### config.mk
export PLATFORM = sky130hd
export DESIGN_NAME = ctmr_array
export DESIGN_NICKNAME = d
export VERILOG_FILES = /design/src/rtl/ctmr_pkg.sv /design/src/rtl/ctmr_evsel.sv /design/src/rtl/ctmr_unit.sv /design/src/rtl/ctmr_array.sv
export SDC_FILE = /design/constraint.sdc
export NUM_CORES = 1
export LEC_CHECK = 0
export ABC_CLOCK_PERIOD_IN_PS = 8840
export BUFFER_PORTS_ARGS = -buffer_cell sky130_fd_sc_hd__buf_2
export CAP_MARGIN = 20
export CORE_AREA = 2 2 294 151
export DETAILED_ROUTE_END_ITERATION = 16
export DIE_AREA = 0 0 296 153
export HOLD_SLACK_MARGIN = 0.02
export PLACE_DENSITY = 0.55
export SYNTH_ARGS = -nofsm -noshare
export SYNTH_HDL_FRONTEND = slang
export SYNTH_HIERARCHICAL = 1
export SYNTH_SLANG_ARGS = --single-unit
### constraint.sdc
create_clock -name clk -period 8.84 [get_ports clk]
set_input_delay 1.326 -clock clk [delete_from_list [all_inputs] [get_ports clk]]
set_output_delay 1.326 -clock clk [all_outputs]
set_load 0.005 [all_outputs]
### src/rtl/ctmr_pkg.sv
package ctmr_pkg;

  typedef enum logic [1:0] {
    FN_OFF  = 2'd0,
    FN_A    = 2'd1,
    FN_B    = 2'd2,
    FN_WDOG = 2'd3
  } ctmr_fn_e;

  typedef struct packed {
    logic       oinv;
    logic       iinv;
    logic       sw;
    logic [1:0] src;
    ctmr_fn_e   func;
  } ctmr_cmd_t;

  function automatic logic cmd_legal(input ctmr_cmd_t c, input logic is_wd, input logic grp);
    logic ok;
    ok = 1'b1;
    if (c.src == 2'd3) ok = 1'b0;
    if (c.func == FN_WDOG && !is_wd) ok = 1'b0;
    if (is_wd && grp && (c.func == FN_A || c.func == FN_B)) ok = 1'b0;
    return ok;
  endfunction

endpackage

### src/rtl/ctmr_evsel.sv
module ctmr_evsel (
  input  logic       clk,
  input  logic       rst_n,
  input  logic       sw,
  input  logic       pin,
  input  logic       lgc,
  input  logic [1:0] src,
  input  logic       inv,
  output logic       lvl,
  output logic       rise
);
  logic raw;
  logic prev_q, prev_d;

  always_comb begin
    unique case (src)
      2'd0:    raw = sw;
      2'd1:    raw = pin;
      2'd2:    raw = lgc;
      default: raw = 1'b0;
    endcase
    lvl    = raw ^ inv;
    rise   = lvl & ~prev_q;
    prev_d = lvl;
  end

  always_ff @(posedge clk or negedge rst_n) begin
    if (!rst_n) prev_q <= 1'b0;
    else        prev_q <= prev_d;
  end
endmodule

### src/rtl/ctmr_unit.sv
module ctmr_unit
  import ctmr_pkg::*;
#(
  parameter int W      = 16,
  parameter bit HAS_WD = 1'b0
) (
  input  logic         clk,
  input  logic         rst_n,
  input  logic         clr,
  input  logic         grp,
  input  ctmr_fn_e     func,
  input  logic         oinv,
  input  logic         lvl,
  input  logic         rise,
  input  logic         img_we,
  input  logic [W-1:0] img_wdata,
  input  logic         img_re,
  input  logic         restart,
  output logic [W-1:0] img,
  output logic         flag,
  output logic         out,
  output logic         wd_pulse
);
  localparam logic [W-1:0] ONE = {{(W-1){1'b0}}, 1'b1};

  logic [W-1:0] cnt_q, cnt_d, img_q, img_d, rel_q, rel_d;
  logic         pend_q, pend_d, tog_q, tog_d, pls_q, pls_d, wdp_q, wdp_d, flag_q, flag_d;
  logic         cap, down_ok;

  always_comb begin
    cnt_d   = cnt_q;
    rel_d   = rel_q;
    tog_d   = tog_q;
    pls_d   = 1'b0;
    wdp_d   = 1'b0;
    cap     = 1'b0;
    down_ok = lvl && (cnt_q != '0);
    if (pend_q) begin
      cnt_d = img_q;
      rel_d = img_q;
    end else if (restart) begin
      cnt_d = rel_q;
    end else begin
      unique case (func)
        FN_A: begin
          if (!grp) begin
            if (down_ok) begin
              cnt_d = cnt_q - ONE;
              pls_d = (cnt_q == ONE);
            end
          end else if (rise) begin
            cnt_d = cnt_q + ONE;
          end
        end
        FN_B: begin
          if (!grp) begin
            if (lvl) begin
              if (cnt_q == '0) begin
                cnt_d = rel_q;
                tog_d = ~tog_q;
              end else begin
                cnt_d = cnt_q - ONE;
              end
            end
          end else begin
            cnt_d = cnt_q + ONE;
            cap   = rise;
          end
        end
        FN_WDOG: begin
          if (HAS_WD && down_ok) begin
            cnt_d = cnt_q - ONE;
            wdp_d = (cnt_q == ONE);
          end
        end
        default: ;
      endcase
    end

    pend_d = 1'b0;
    img_d  = img_q;
    if (img_we) begin
      img_d  = img_wdata;
      pend_d = 1'b1;
    end else if (!pend_q) begin
      if (grp && func == FN_B) begin
        if (cap) img_d = cnt_q;
      end else begin
        img_d = cnt_q;
      end
    end

    flag_d = flag_q;
    if (clr)         flag_d = 1'b0;
    else if (cap)    flag_d = 1'b1;
    else if (img_re) flag_d = 1'b0;
    if (clr) tog_d = 1'b0;
  end

  always_ff @(posedge clk or negedge rst_n) begin
    if (!rst_n) begin
      cnt_q  <= '0;
      img_q  <= '0;
      rel_q  <= '0;
      pend_q <= 1'b0;
      tog_q  <= 1'b0;
      pls_q  <= 1'b0;
      wdp_q  <= 1'b0;
      flag_q <= 1'b0;
    end else begin
      cnt_q  <= cnt_d;
      img_q  <= img_d;
      rel_q  <= rel_d;
      pend_q <= pend_d;
      tog_q  <= tog_d;
      pls_q  <= pls_d;
      wdp_q  <= wdp_d;
      flag_q <= flag_d;
    end
  end

  assign img      = img_q;
  assign flag     = flag_q;
  assign wd_pulse = wdp_q;
  assign out      = oinv ^ (!grp && ((func == FN_B) ? tog_q : (func == FN_A) ? pls_q : 1'b0));


  img_hold_chk: assert property (@(posedge clk) disable iff (!rst_n)
    img_we |=> (pend_q && img_q == $past(img_wdata)));

  load_xfer_chk: assert property (@(posedge clk) disable iff (!rst_n)
    pend_q |=> (cnt_q == $past(img_q)));

  capture_chk: assert property (@(posedge clk) disable iff (!rst_n)
    (cap && !img_we && !clr) |=> (img_q == $past(cnt_q) && flag_q));

  pulse_zero_chk: assert property (@(posedge clk) disable iff (!rst_n)
    pls_q |-> (cnt_q == '0));

  wd_single_chk: assert property (@(posedge clk) disable iff (!rst_n)
    wdp_q |=> !wdp_q);
endmodule

### src/rtl/ctmr_array.sv
module ctmr_array
  import ctmr_pkg::*;
#(
  parameter int N      = 4,
  parameter int W      = 16,
  parameter int WD_IDX = 2,
  parameter int AW     = 4
) (
  input  logic          clk,
  input  logic          rst_n,
  input  logic          bus_we,
  input  logic          bus_re,
  input  logic [AW-1:0] bus_addr,
  input  logic [W-1:0]  bus_wdata,
  output logic [W-1:0]  bus_rdata,
  input  logic [N-1:0]  ev_pin,
  input  logic [N-1:0]  ev_logic,
  output logic [N-1:0]  tmr_out,
  output logic          wdog_rst_req
);
  localparam int UW = (N > 1) ? $clog2(N) : 1;

  logic [1:0] rsync_q;
  logic       rst_ns;
  always_ff @(posedge clk or negedge rst_n) begin
    if (!rst_n) rsync_q <= 2'b00;
    else        rsync_q <= {rsync_q[0], 1'b1};
  end
  assign rst_ns = rsync_q[1];

  logic          gmode_q, gmode_d, gm_we;
  logic [UW-1:0] u_sel;
  ctmr_cmd_t     wcmd;
  ctmr_cmd_t     cmd_q [N];
  logic [W-1:0]  img_w [N];
  logic [N-1:0]  flag_w, wd_w;

  assign gm_we   = bus_we && bus_addr[AW-1];
  assign u_sel   = bus_addr[UW:1];
  assign wcmd    = ctmr_cmd_t'(bus_wdata[6:0]);
  assign gmode_d = gm_we ? bus_wdata[0] : gmode_q;

  always_ff @(posedge clk or negedge rst_ns) begin
    if (!rst_ns) gmode_q <= 1'b0;
    else         gmode_q <= gmode_d;
  end

  for (genvar i = 0; i < N; i++) begin : g_ch
    logic      hit, cmd_we, img_we, img_re, legal, restart, lvl, rise;
    ctmr_cmd_t cmd_d;

    assign hit     = !bus_addr[AW-1] && (u_sel == UW'(i));
    assign cmd_we  = bus_we && hit && bus_addr[0];
    assign img_we  = bus_we && hit && !bus_addr[0];
    assign img_re  = bus_re && hit && !bus_addr[0];
    assign legal   = cmd_legal(wcmd, i == WD_IDX, gmode_q);
    assign restart = cmd_we && legal && bus_wdata[7] && (wcmd.func == FN_WDOG);

    always_comb begin
      cmd_d = cmd_q[i];
      if (gm_we)                cmd_d = '0;
      else if (cmd_we && legal) cmd_d = wcmd;
    end

    always_ff @(posedge clk or negedge rst_ns) begin
      if (!rst_ns) cmd_q[i] <= '0;
      else         cmd_q[i] <= cmd_d;
    end

    ctmr_evsel u_evsel (
      .clk  (clk),
      .rst_n(rst_ns),
      .sw   (cmd_q[i].sw),
      .pin  (ev_pin[i]),
      .lgc  (ev_logic[i]),
      .src  (cmd_q[i].src),
      .inv  (cmd_q[i].iinv),
      .lvl  (lvl),
      .rise (rise)
    );

    ctmr_unit #(.W(W), .HAS_WD(i == WD_IDX)) u_unit (
      .clk      (clk),
      .rst_n    (rst_ns),
      .clr      (gm_we),
      .grp      (gmode_q),
      .func     (cmd_q[i].func),
      .oinv     (cmd_q[i].oinv),
      .lvl      (lvl),
      .rise     (rise),
      .img_we   (img_we),
      .img_wdata(bus_wdata),
      .img_re   (img_re),
      .restart  (restart),
      .img      (img_w[i]),
      .flag     (flag_w[i]),
      .out      (tmr_out[i]),
      .wd_pulse (wd_w[i])
    );


    illegal_keep_chk: assert property (@(posedge clk) disable iff (!rst_ns)
      (cmd_we && !legal) |=> $stable(cmd_q[i]));

    group_clear_chk: assert property (@(posedge clk) disable iff (!rst_ns)
      gm_we |=> (cmd_q[i] == '0 && !flag_w[i]));
  end

  assign wdog_rst_req = wd_w[WD_IDX];

  always_comb begin
    bus_rdata = '0;
    if (bus_addr[AW-1]) begin
      bus_rdata[0] = gmode_q;
    end else begin
      for (int i = 0; i < N; i++) begin
        if (u_sel == UW'(i)) begin
          if (bus_addr[0]) bus_rdata[7:0] = {flag_w[i], cmd_q[i]};
          else             bus_rdata    = img_w[i];
        end
      end
    end
  end
endmodule

## Yosys cells after proc, flatten, opt, wreduce, memory -nomap -nowiden

Index checks and enable logic that the tools add are counted.

- Memories: 0
- Latch bits: 0
- Register bits after elaboration: 244
- Output and inout port bits: 21
- Memory bits (read-only): 0
- Memory bits (writable): 0
- Word-level logic and storage cells: 415
- Input port bits: 32

- Add/sub/neg operators: 8
- Reduce and logical (&&, ||, !) cells: 103
- $mul: 0
- Shifts and indexed selects: 0
- Divide/modulo/power cells: 0
- Bitwise logic cells: 20
- Mux-type cells: 173
- Equal/unequal tests: 56
- $lt $le $gt $ge: 0

Operator list:

| kind | number |
|---|---|
| $mux 16 | 53 |
| $pmux 16 s2 | 3 |
| $mux 1 | 95 |
| $add 16x1->16 const B | 4 |
| $eq 16x1->1 const B | 4 |
| $logic_not 16->1 | 4 |
| $mux 8 | 8 |
| $reduce_bool 16->1 | 4 |
| $sub 16x1->16 const B | 4 |
| $mux 7 | 8 |
| $logic_and 1x1->1 | 50 |
| $pmux 16 s3 | 1 |
| $ne 5x3->1 const B | 7 |
| $reduce_bool 2->1 | 16 |
| $eq 2x2->1 const B | 14 |
| $ne 2x2->1 const B | 12 |
| $reduce_and 6->1 | 4 |
| $eq 2x1->1 const B | 10 |
| $ne 5x4->1 const B | 4 |
| $mux 15 | 1 |
| $ne 3x2->1 const B | 4 |
| $pmux 1 s3 | 4 |
| $reduce_and 4->1 | 3 |
| $reduce_bool 3->1 | 4 |
| other kinds (11) | 39 |

## Depth between registers and ports, before layout

- Depth in word-level cells: 13
- Gate-level depth with buffers: 12
- Mapped depth without buffers: 9

## By module

The synthesis kept the hierarchy.

Modules (own cells, without submodules):

| module | seq. area each (µm²) | times used | cells each | area each (µm²) |
|---|---|---|---|---|
| ctmr_unit at g_ch[2].u_unit | 1326.3 | 1 | 465 | 3952.5 |
| ctmr_unit at g_ch[3].u_unit | 1301.2 | 1 | 382 | 3528.4 |
| ctmr_unit at g_ch[0].u_unit | 1301.2 | 1 | 389 | 3447.1 |
| ctmr_unit at g_ch[1].u_unit | 1301.2 | 1 | 369 | 3335.7 |
| ctmr_array | 775.7 | 1 | 209 | 2184.6 |
| ctmr_evsel | 25.0 | 4 | 10 | 115.1 |

## Worst setup path before layout

No wires, ideal clock.

- Path kind: input to output
- Start: in bus_addr[0]
- End: out bus_rdata[0]
- Setup slack: 5157 ps
- Path buffers: 2
- Arrival time: 2357 ps
- Data required time: 7514 ps
- Cell stages on the path: 5
- Cells stage by stage: buf_4 > buf_8 > mux2i_1 > mux4_2 > o21ai_0

- Longest elaborated chain between the ends: 7
- Elaborated cells on any way between the ends: 10
- Those cells by class: mux: 10

Ends and longest elaborated chain:

| what | RTL line | RTL |
|---|---|---|
| start: declaration | ctmr_array.sv:13 | `input logic [AW-1:0] bus_addr,` |
| $mux 8 | ctmr_array.sv:118 | `if (bus_addr[0]) bus_rdata[7:0] = {flag_w[i], cmd_q[i]};` |
| $mux 16 | ctmr_array.sv:117 | `if (u_sel == UW'(i)) begin` |
| $mux 16 | ctmr_array.sv:113 | `if (bus_addr[AW-1]) begin` |
| $mux 16 (2 in series) | ctmr_array.sv:117 |  |
| $mux 16 * | ctmr_array.sv:117 |  |
| $mux 1 * | ctmr_array.sv:113 |  |
| end: declaration | ctmr_array.sv:15 | `output logic [W-1:0] bus_rdata,` |

Mark *: on every way between the ends. The rest lies on a longest branch, timed or not. The select of a mux whose other input is x is not followed.

## Worst setup path after layout

- Start: in bus_addr[2]
- End: out bus_rdata[0]

- Longest elaborated chain between the ends: 7
- Elaborated cells on any way between the ends: 10
- Those cells by class: eq/ne: 3; mux: 6; reduce/logical: 1

Ends and longest elaborated chain:

| what | RTL line |
|---|---|
| $logic_not 2->1 | ctmr_array.sv:117 |
| $mux 16 | ctmr_array.sv:117 |
| $mux 16 | ctmr_array.sv:113 |
| $mux 16 (2 in series) | ctmr_array.sv:117 |
| $mux 16 * | ctmr_array.sv:117 |
| $mux 1 * | ctmr_array.sv:113 |

Marked as above.

==> metrics.md <==
| Metric | Value |
|---|---|
| Outcome | finished, final reports clean |
| Grt ovf | 0 |
| Setup Skew | 0.009937 ns |
| Crit start category | input port |
| Pwr/cell area | 226.8 mW/mm^2 |
| Reg power frac | 0.453 |
| Core Area | 0.04284 mm^2 |
| DRC Markers | 0 |
| Power share of the combinational group | 0.270 |
| Rows | 54 |
| Port Buf Inserts | 52 |
| CTS tree | built |
| FF-to-FF path depth | 7 |
| Largest net degree at the start of global routing | 185 |
| DIE AREA | 0.04529 mm^2 |
| P_int | 2.492 mW |
| Slew HR | 0.1799 |
| Post-CTS sizing | 0 |
| Synth warnings | 6 |
| Via count | 15217 |
| Total GRT Usage | 0.2826 |
| Hold Violations, Final | 0 |
| First-pass GRT wire length | 95280 um |
| Nets | 1865 |
| Final Util | 0.4271 |
| Crit Path Max Fanout | 29 |
| Die Wd | 296 um |
| Final GP Congestion | 0.9811 |
| Pre-antenna DRT Iters | 6 |
| Initial antenna violation count | 4 |
| Avg Vias per Cell | 6.288 |
| Worst hold slack | 0.3570 ns |
| Leak | 7.185 nW |
| Synthesized area per cell | 9.131 um^2 |
| Most common cell after layout, fill and taps aside | dfrtp_1 |
| Worst reg2reg setup slack | 5.14 ns |
| Area added between synthesis and finish | 8.408% |
| Maxcap violations | 0 |
| Power share of the clock group | 0.277 |
| Fmax | 0.2259 GHz |
| Share of cells above drive strength 1 | 0.1661 |
| Post-CTS Setup Repair Bufs | 0 |
| Clock Sinks | 244 |
| Worst Hold Depth | 0 |
| Cts bufs inserted | 25 |
| Routed wire length | 63860 um |
| Setup TNS | 0 ns |
| Final worst-path cycle share | 0.5007 |
| Most frequent cells in the layout | dfrtp_1 (242), nand2_1 (202), o21ai_0 (159) |
| Fin. max-slew vios | 0 |
| Antenna viol nets, final | 0 |
| Crit Path Category | in -> out |
| Die Y | 153 um |
| Crit path DAT | 3.10 ns |
| Hold_buf cts | 0 |
| Switching pwr | 1.657 mW |
| Vias in the first global route | 14003 |
| Net switching share of the total power | 0.3994 |
| # H-tree levels | 1 |
| Hold Crit Start | rsync_q[0] |
| Final min period | 4.426 ns |
| Worst setup EP type | primary output |
| Worst Hold End | rsync_q[1] |
| Mapped Area | 0.01687 mm^2 |
| DP HPWL | 47640 um |
| Critical Path RT | 7.51 ns |
| Endpoints failing setup | 0 |
| Clock latency at the later pin of the worst-skew pair | 0.56 ns |
| CTS root buffer | clkbuf_16 |
| Reg clk slew, reported paths | 0.07 ns |
| DR iter-0 viols | 2012 |
| Top Ports | 53 |
| Unrepaired setup endpoints after global routing | no |
| Slew @ Worst Pin | 1.230 ns |
| Hold crit path type | reg -> reg |
| Peak VDD IR | 147.6 uV |
| Deepest clock path buffer count | 3 |
| R2r endpoint | g_ch[1].u_unit/cnt_q[4] |
| Cells after synthesis | 1848 |
| Worst r2r src | gmode_q |
| Wire per inst | 26.39 um |
| Initial core utilization | 0.3939 |
-- power by group through the flow --
stage	clock network [mW]	registers [mW]	logic [mW]
2_1_floorplan	0	1.52	1.01
3_3_place_gp	0	1.86	1.06
3_5_place_dp	0	1.86	1.08
4_1_cts	1.16	1.85	1.09
5_1_grt	1.21	1.91	1.23
6_report	1.15	1.88	1.12
-- per-layer routing --
layer / part of all wire / up-vias / global-route usage
li1: - / 6675 / -
met1: 0.49 / 7569 / 0.4704
met2: 0.33 / 909 / 0.3098
met3: 0.16 / 64 / 0.1364
met4: 0.013 / 0 / 0.04209
met5: 0 / - / 0
-- critical path: stages --
cell	delay [ns]
buf_2	0.58
mux4_2	0.60
o21ai_0	0.36
buf_2	0.19
-- worst max path at each step --
| stage | slack (ns) | startpoint | endpoint |
|---|---|---|---|
| floorplan | 1.54 | rsync_q[1] | cmd_q[0] |
| global placement | 3.98 | bus_addr[2] | g_ch[2].u_unit/img[14] |
| detailed placement | 3.87 | bus_addr[2] | g_ch[2].u_unit/img[13] |
| CTS | 4.43 | bus_addr[0] | bus_rdata[0] |
| global route | 4.26 | bus_addr[2] | g_ch[2].u_unit/cnt_q[12] |
| finish | 4.41 | bus_addr[2] | bus_rdata[0] |
-- sequential cells by signal, summed over array words and instances (netlist names) --
register and flops:
g_ch.u_unit/cnt_q 64, g_ch.u_unit/img 64, g_ch.u_unit/rel_q 64, cmd_q 28, g_ch.u_evsel/prev_q 4, g_ch.u_unit/flag 4
g_ch.u_unit/pend_q 4, g_ch.u_unit/pls_q 4, g_ch.u_unit/tog_q 4, rsync_q 2, g_ch.u_unit/wd_pulse 1, gmode_q 1
-- metrics by stage --
step | std cells | power [mW] | worst slack (ns) | instance area, um^2
after floorplan | 1859 | 2.532 | 1.537 | 16920
after global placement | 2370 | 2.920 | 3.980 | 17400
after detailed placement | 2370 | 2.947 | 3.870 | 17400
after CTS | 2414 | 4.097 | 4.425 | 18250
after global routing | 2419 | 4.345 | 4.259 | 18290
final | 2420 | 4.149 | 4.414 | 18290
-- cell type report --
cell class	instances	area (um^2)
multi-input combinational	1416	9899
tap	588	735.7
clock buffer	32	701.9
inverter	39	146.4
antenna	2	5.005
fill	4224	24540
sequential	244	6113
clock inverter	12	147.6
timing repair buffer	87	544.3
Power figures use the tool's default switching activity.
